<file path="config.mk">
export PLATFORM = sky130hd
export DESIGN_NAME = cpuif_bank_regs
export DESIGN_NICKNAME = d
export VERILOG_FILES = /design/src/rtl/cpuif_bank_pkg.sv /design/src/rtl/cpuif_ctrl_reg.sv /design/src/rtl/cpuif_bp_bank.sv /design/src/rtl/cpuif_run_prio.sv /design/src/rtl/cpuif_bank_regs.sv
export SDC_FILE = /design/constraint.sdc
export NUM_CORES = 1
export LEC_CHECK = 0
export CORE_UTILIZATION = 38
export DETAILED_ROUTE_END_ITERATION = 10
export GPL_TIMING_DRIVEN = 0
export PLACE_DENSITY = 0.87
export SLEW_MARGIN = 20
export SYNTH_ARGS = -nofsm -noshare
export SYNTH_HDL_FRONTEND = slang
export SYNTH_SLANG_ARGS = --single-unit
</file>
<file path="constraint.sdc">
create_clock -name clk -period 4 [get_ports clk]
set_input_delay 0.4 -clock clk [delete_from_list [all_inputs] [get_ports clk]]
set_output_delay 0.4 -clock clk [all_outputs]
set_load 0.1 [all_outputs]
</file>
<file path="src/rtl/cpuif_bank_pkg.sv">
package cpuif_bank_pkg;

    // Width of a stored binary point field
    localparam int unsigned BP_W = 3;

    // Register offsets (software-visible)
    localparam int unsigned OFF_CTRL = 'h00;
    localparam int unsigned OFF_BP   = 'h08;
    localparam int unsigned OFF_RPRI = 'h14;

    // Control word bit positions
    localparam int unsigned CTRL_EN_BIT     = 0;
    localparam int unsigned CTRL_SHARED_BIT = 4;

    typedef enum logic [1:0] {
        SEL_NONE,
        SEL_CTRL,
        SEL_BP,
        SEL_RPRI
    } reg_sel_e;

    typedef struct packed {
        logic shared_bp;
        logic enable;
    } ctrl_t;

    // Raise a written binary point to its floor
    function automatic logic [BP_W-1:0] bp_clamp(input logic [BP_W-1:0] v,
                                                 input logic [BP_W-1:0] floor_v);
        return (v < floor_v) ? floor_v : v;
    endfunction

    // Non-secure view of the primary binary point when sharing is on
    function automatic logic [BP_W-1:0] bp_shared_view(input logic [BP_W-1:0] prim);
        return (prim == {BP_W{1'b1}}) ? prim : prim + 1'b1;
    endfunction

endpackage

</file>
<file path="src/rtl/cpuif_ctrl_reg.sv">
module cpuif_ctrl_reg
    import cpuif_bank_pkg::*;
(
    input  logic  clk,
    input  logic  rst,
    input  logic  wr_en,
    input  logic  wr_enable,
    input  logic  wr_shared,
    output ctrl_t ctrl_q
);

    always_ff @(posedge clk) begin
        if (rst) begin
            ctrl_q <= '0;
        end else if (wr_en) begin
            ctrl_q.enable    <= wr_enable;
            ctrl_q.shared_bp <= wr_shared;
        end
    end

endmodule

</file>
<file path="src/rtl/cpuif_bp_bank.sv">
module cpuif_bp_bank
    import cpuif_bank_pkg::*;
#(
    parameter bit SEC_EXT  = 1'b1,
    parameter int MIN_BPR  = 0,
    parameter int MIN_ABPR = 1
) (
    input  logic            clk,
    input  logic            rst,
    input  logic            wr_en,
    input  logic            acc_secure,
    input  logic            shared_bp,
    input  logic [BP_W-1:0] wr_val,
    output logic [BP_W-1:0] rd_view
);

    localparam logic [BP_W-1:0] PRIM_FLOOR  = BP_W'(MIN_BPR);
    localparam logic [BP_W-1:0] ALIAS_FLOOR = BP_W'(MIN_ABPR);

    logic [BP_W-1:0] prim_q;
    logic [BP_W-1:0] alias_q;
    logic            eff_secure;

    generate
        if (SEC_EXT) begin : g_sec
            assign eff_secure = acc_secure;
        end else begin : g_nosec
            assign eff_secure = 1'b1;
        end
    endgenerate

    always_ff @(posedge clk) begin
        if (rst) begin
            prim_q  <= PRIM_FLOOR;
            alias_q <= ALIAS_FLOOR;
        end else if (wr_en) begin
            if (eff_secure) begin
                prim_q <= bp_clamp(wr_val, PRIM_FLOOR);
            end else if (!shared_bp) begin
                alias_q <= bp_clamp(wr_val, ALIAS_FLOOR);
            end
        end
    end

    always_comb begin
        if (eff_secure)      rd_view = prim_q;
        else if (shared_bp)  rd_view = bp_shared_view(prim_q);
        else                 rd_view = alias_q;
    end

    AST_PRIM_FLOOR: assert property (@(posedge clk) disable iff (rst)
        prim_q >= PRIM_FLOOR);
    AST_ALIAS_FLOOR: assert property (@(posedge clk) disable iff (rst)
        alias_q >= ALIAS_FLOOR);
    AST_NS_SHARED_DROP: assert property (@(posedge clk) disable iff (rst)
        (wr_en && !eff_secure && shared_bp) |=> ($stable(alias_q) && $stable(prim_q)));
    AST_NS_KEEPS_PRIM: assert property (@(posedge clk) disable iff (rst)
        (wr_en && !eff_secure) |=> $stable(prim_q));

endmodule

</file>
<file path="src/rtl/cpuif_run_prio.sv">
module cpuif_run_prio #(
    parameter int DATA_W     = 32,
    parameter int PRIO_W     = 9,
    parameter bit LEGACY_REV = 1'b0
) (
    input  logic              clk,
    input  logic              rst,
    input  logic              load,
    input  logic [PRIO_W-1:0] value,
    output logic [DATA_W-1:0] rd_view
);

    localparam logic [PRIO_W-1:0] IDLE_CODE = PRIO_W'(1) << 8;
    localparam logic [DATA_W-1:0] IDLE_VIEW = DATA_W'(8'hff);

    logic [PRIO_W-1:0] prio_q;
    logic              is_idle;

    always_ff @(posedge clk) begin
        if (rst)        prio_q <= IDLE_CODE;
        else if (load)  prio_q <= value;
    end

    assign is_idle = |prio_q[PRIO_W-1:8];

    generate
        if (LEGACY_REV) begin : g_legacy
            assign rd_view = DATA_W'(prio_q);
        end else begin : g_modern
            assign rd_view = is_idle ? IDLE_VIEW : DATA_W'(prio_q);
        end
    endgenerate

    AST_PRIO_LOADS: assert property (@(posedge clk) disable iff (rst)
        load |=> (prio_q == $past(value)));

endmodule

</file>
<file path="src/rtl/cpuif_bank_regs.sv">
module cpuif_bank_regs
    import cpuif_bank_pkg::*;
#(
    parameter int ADDR_W     = 8,
    parameter int DATA_W     = 32,
    parameter int PRIO_W     = 9,
    parameter bit SEC_EXT    = 1'b1,
    parameter bit LEGACY_REV = 1'b0,
    parameter int MIN_BPR    = 0,
    parameter int MIN_ABPR   = 1
) (
    input  logic              clk,
    input  logic              rst,
    input  logic              req_valid,
    input  logic              req_write,
    input  logic [ADDR_W-1:0] req_addr,
    input  logic [DATA_W-1:0] req_wdata,
    input  logic              req_secure,
    input  logic              rp_load,
    input  logic [PRIO_W-1:0] rp_value,
    output logic              rsp_valid,
    output logic [DATA_W-1:0] rsp_rdata
);

    localparam logic [ADDR_W-1:0] A_CTRL = ADDR_W'(OFF_CTRL);
    localparam logic [ADDR_W-1:0] A_BP   = ADDR_W'(OFF_BP);
    localparam logic [ADDR_W-1:0] A_RPRI = ADDR_W'(OFF_RPRI);

    reg_sel_e          sel;
    ctrl_t             ctrl;
    logic [BP_W-1:0]   bp_view;
    logic [DATA_W-1:0] rp_view;
    logic [DATA_W-1:0] rd_mux;
    logic              wr_ctrl;
    logic              wr_bp;
    logic              unused_wdata;

    assign unused_wdata = ^{req_wdata[DATA_W-1:5], req_wdata[3]};

    always_comb begin
        if (req_addr == A_CTRL)       sel = SEL_CTRL;
        else if (req_addr == A_BP)    sel = SEL_BP;
        else if (req_addr == A_RPRI)  sel = SEL_RPRI;
        else                          sel = SEL_NONE;
    end

    assign wr_ctrl = req_valid && req_write && (sel == SEL_CTRL);
    assign wr_bp   = req_valid && req_write && (sel == SEL_BP);

    cpuif_ctrl_reg u_ctrl (
        .clk       (clk),
        .rst       (rst),
        .wr_en     (wr_ctrl),
        .wr_enable (req_wdata[CTRL_EN_BIT]),
        .wr_shared (req_wdata[CTRL_SHARED_BIT]),
        .ctrl_q    (ctrl)
    );

    cpuif_bp_bank #(
        .SEC_EXT  (SEC_EXT),
        .MIN_BPR  (MIN_BPR),
        .MIN_ABPR (MIN_ABPR)
    ) u_bp (
        .clk        (clk),
        .rst        (rst),
        .wr_en      (wr_bp),
        .acc_secure (req_secure),
        .shared_bp  (ctrl.shared_bp),
        .wr_val     (req_wdata[BP_W-1:0]),
        .rd_view    (bp_view)
    );

    cpuif_run_prio #(
        .DATA_W     (DATA_W),
        .PRIO_W     (PRIO_W),
        .LEGACY_REV (LEGACY_REV)
    ) u_rp (
        .clk     (clk),
        .rst     (rst),
        .load    (rp_load),
        .value   (rp_value),
        .rd_view (rp_view)
    );

    always_comb begin
        rd_mux = '0;
        unique case (sel)
            SEL_CTRL: begin
                rd_mux[CTRL_EN_BIT]     = ctrl.enable;
                rd_mux[CTRL_SHARED_BIT] = ctrl.shared_bp;
            end
            SEL_BP:   rd_mux[BP_W-1:0] = bp_view;
            SEL_RPRI: rd_mux = rp_view;
            default:  rd_mux = '0;
        endcase
    end

    always_ff @(posedge clk) begin
        if (rst) begin
            rsp_valid <= 1'b0;
            rsp_rdata <= '0;
        end else begin
            rsp_valid <= req_valid;
            rsp_rdata <= (req_valid && !req_write) ? rd_mux : '0;
        end
    end

    AST_RSP_AFTER_REQ: assert property (@(posedge clk) disable iff (rst)
        req_valid |=> rsp_valid);
    AST_NO_SPURIOUS_RSP: assert property (@(posedge clk) disable iff (rst)
        !req_valid |=> !rsp_valid);
    AST_WRITE_RSP_ZERO: assert property (@(posedge clk) disable iff (rst)
        (req_valid && req_write) |=> (rsp_rdata == '0));
    AST_UNDEF_READ_ZERO: assert property (@(posedge clk) disable iff (rst)
        (req_valid && !req_write && sel == SEL_NONE) |=> (rsp_rdata == '0));

    generate
        if (!LEGACY_REV) begin : g_idle_chk
            AST_RPRI_CAPPED: assert property (@(posedge clk) disable iff (rst)
                (req_valid && !req_write && sel == SEL_RPRI)
                |=> (rsp_rdata[DATA_W-1:8] == '0));
        end
    endgenerate

endmodule

</file>
==> qor.yml <==
timing:
  period_needed_ps: 2190
  final-max-slew-violation-count: 0
  final.setup_skew_ps: 7.56
  slew_headroom: 0.355
  timing.final.hold_violations: 0
  max_freq_mhz: 457
  setup_viol_count_final: 0
  tns_ps: 0
  max_slew.worst_pin.slew_ps: 965
  rsz_0062_raised_after_global_routing: "no"
  hold_ws_ps: 479
  finalCritPeriodShare: 0.547
logic_synthesis:
  synth.yosys.warnings: 0
  synth_area_per_cell_um2: 8.90
  synth-seq-cells: 26
  synth-edff-count: 0
  postSynth.topFlopCell: "dfxtp_1"
  ys_async_sr_fraction: 0
  synth_sequential_area_ratio: 0.400
  syn_area_um2: 1300
  synth_cell_types: 33
  postSynthCellCount: 146
critical_path:
  cpLargestDelayFamily: "buffers and inverters"
  worstSetupPathType: "flop to output pin"
  cp-end-kind: "output pin"
  cp_slowest_cell: "clkdlybuf4s50_1"
  regToRegSetupSlack_ps: 2550
  crit_buf_inv: 1
  r2r_cells: 5
  critical-path-max-stage-delay_ps: 1120
  regToRegEndpoint: "rsp_rdata[0]$_SDFF_PP0_"
  critical_path.cell_chain: "clkdlybuf4s50_1"
  arrival_time_of_the_worst_setup_path_ps: 1790
  worst_r2r_startpoint: "u_bp.prim_q[0]$_SDFFE_PP0P_"
  timing.critical_path.required_ps: 3600
  crit_path_max_fanout: 1
  start_kind: "flop"
drt:
  routed_wirelength_mm: 2.54
  route.vias.total: 1062
  detailedRoute.firstIterationViolations: 33
  detail_route.wl_per_cell_um: 10.1
  antenna_violating_nets_post_route: 0
  drt_pass1_iterations: 4
  post-route-drc-count: 0
  via_per_inst: 4.25
grt:
  track_usage: 0.146
  grt_antenna_before_repair: 0
  grt_first_pass_wirelength_mm: 3.99
  grt_remaining_overflow: 0
  grt_pass1_vias: 951
  largest_net_degree_at_the_start_of_global_routing: 16
power_and_ir_drop:
  p_sw_frac: 0.335
  leakage_nw: 0.806
  max-vdd-ir-drop_mv: 0.150
  power.share.combinational: 0.285
  net-switching-power_mw: 0.210
  clkPwrFrac: 0.286
  power_per_standard_cell_area_nw_per_um2: 343
  sequentialPowerShare: 0.429
  cell_internal_pwr_mw: 0.416
die:
  coreArea_um2: 3150
  fp.dieW_um: 60.5
  placement_rows: 20
  die_area_um2: 3660
  initial_utilization: 0.412
  die_height_um: 60.5
  num_io_pins: 88
job:
  drv_cap: 0
cts:
  clk_latency_ps: 320
  clock-sinks: 26
  clk_pin_slew_ps: 140
  numCtsBuffers: 3
  htreeDepth: 1
  cts.path.max_buffers: 2
  post_cts.repair.setup_buffers: 0
  number_of_hold_buffers_added_after_cts: 0
  post_cts_resize_count: 0
  root_buffer: "clkbuf_4"
  cts_tree: "yes"
finish:
  mostFrequentLayoutCell: "clkdlybuf4s50_1"
  layout_common_cells: "clkdlybuf4s50_1 (33), nor2_1 (28), dfxtp_1 (26), buf_4 (25), conb_1 (24)"
  num_antenna_cells: 0
  final_cell_area_um2: 1820
  sequential_cell_area_um2: 520
  filler_cell_count: 289
  finalNetCount: 263
  drive_above_1_share: 0.155
  areaGrowthSynthToFinish_pct: 40.3
  multi_input_area_um2: 651
outcome:
  outcome: "finished clean"
place:
  dp.final_hpwl_mm: 2.00
  place_congestion: 0.801
  dpl_cell_area_um2: 1770
  numPortBuffers: 33
min_path:
  worstHoldPathType: "flop to flop"
  worstHoldEndpoint: "rsp_rdata[0]$_SDFF_PP0_"
  timing.hold.worst_path_depth: 2
  hold_path.startpoint: "u_ctrl.ctrl_q[0]$_SDFFE_PP0P_"
[metrics by stage]
step                setup WS (ps)   util  total power, mW  std cells
floorplan                    2570      -            0.416        169
global placement             1950  0.562            0.449        246
detailed placement           1960  0.562            0.451        246
CTS                          1820  0.579            0.625        250
global route                 1760  0.579            0.646        250
finish                       1810  0.579            0.626        250
[power by group through the flow]
stage | Clock, mW | Sequential (mW) | Combinational (mW)
global route | 0.191 | 0.269 | 0.186
global placement | 0 | 0.273 | 0.176
CTS | 0.180 | 0.268 | 0.178
detailed placement | 0 | 0.274 | 0.177
floorplan | 0 | 0.277 | 0.139
finish | 0.179 | 0.268 | 0.179
[cell type report]
type,count,area share
clock inverter,1,0.0165
sequential,26,0.285
buffer,30,0.114
tap,44,0.0302
clock buffer,3,0.0123
inverter,2,0.00412
timing repair buffer,33,0.181
multi-input combinational,111,0.357
[sequential cells by signal, summed over array words and instances (netlist names)]
signal,cells
u_rp.prio_q,9
rsp_rdata,8
u_bp.alias_q,3
u_bp.prim_q,3
u_ctrl.ctrl_q,2
rsp_valid,1
[logic make-up (layout without fill, tap and decap cells)]
kind of cell,count (synthesis),after routing,share of synthesized area
simple gates,50,50,0.200
buf+inv,32,69,0.166
flops,26,26,0.400
compound gates,21,21,0.106
mux,15,15,0.115
fa+ha+maj,1,1,0.00962
other cells,1,24,0.00288
[synthesized netlist by cell type (all sizes together) (3+ instances only)]
library cell   n  area (µm²)
nor2          28         105
buf           27         196
dfxtp         26         521
mux2i         15         150
o21ai          6        30.0
a21oi          4        20.0
nand2          4        15.0
clkbuf         3        11.3
nand3          3        15.0
nor3           3        15.0
[worst max path at each step]
stage	startpoint	endpoint	cells after the start
floorplan	req_addr[7]	u_bp.alias_q[1]$_SDFFE_PP0P_	5
global placement	req_addr[2]	u_bp.alias_q[1]$_SDFFE_PP0P_	6
detailed placement	req_addr[2]	u_ctrl.ctrl_q[0]$_SDFFE_PP0P_	5
CTS	rsp_rdata[0]$_SDFF_PP0_	rsp_rdata[0]	1
global route	rsp_rdata[0]$_SDFF_PP0_	rsp_rdata[0]	1
finish	rsp_rdata[0]$_SDFF_PP0_	rsp_rdata[0]	1
[per-layer routing]
metal,global-route usage,up-vias,share of wire
li1,-,568,-
met3,0.0341,2,0.071
met1,0.167,455,0.46
met2,0.251,37,0.46
met4,0.0779,0,0.011
met5,0,-,0
No activity file was read; power rests on OpenSTA's default activity.
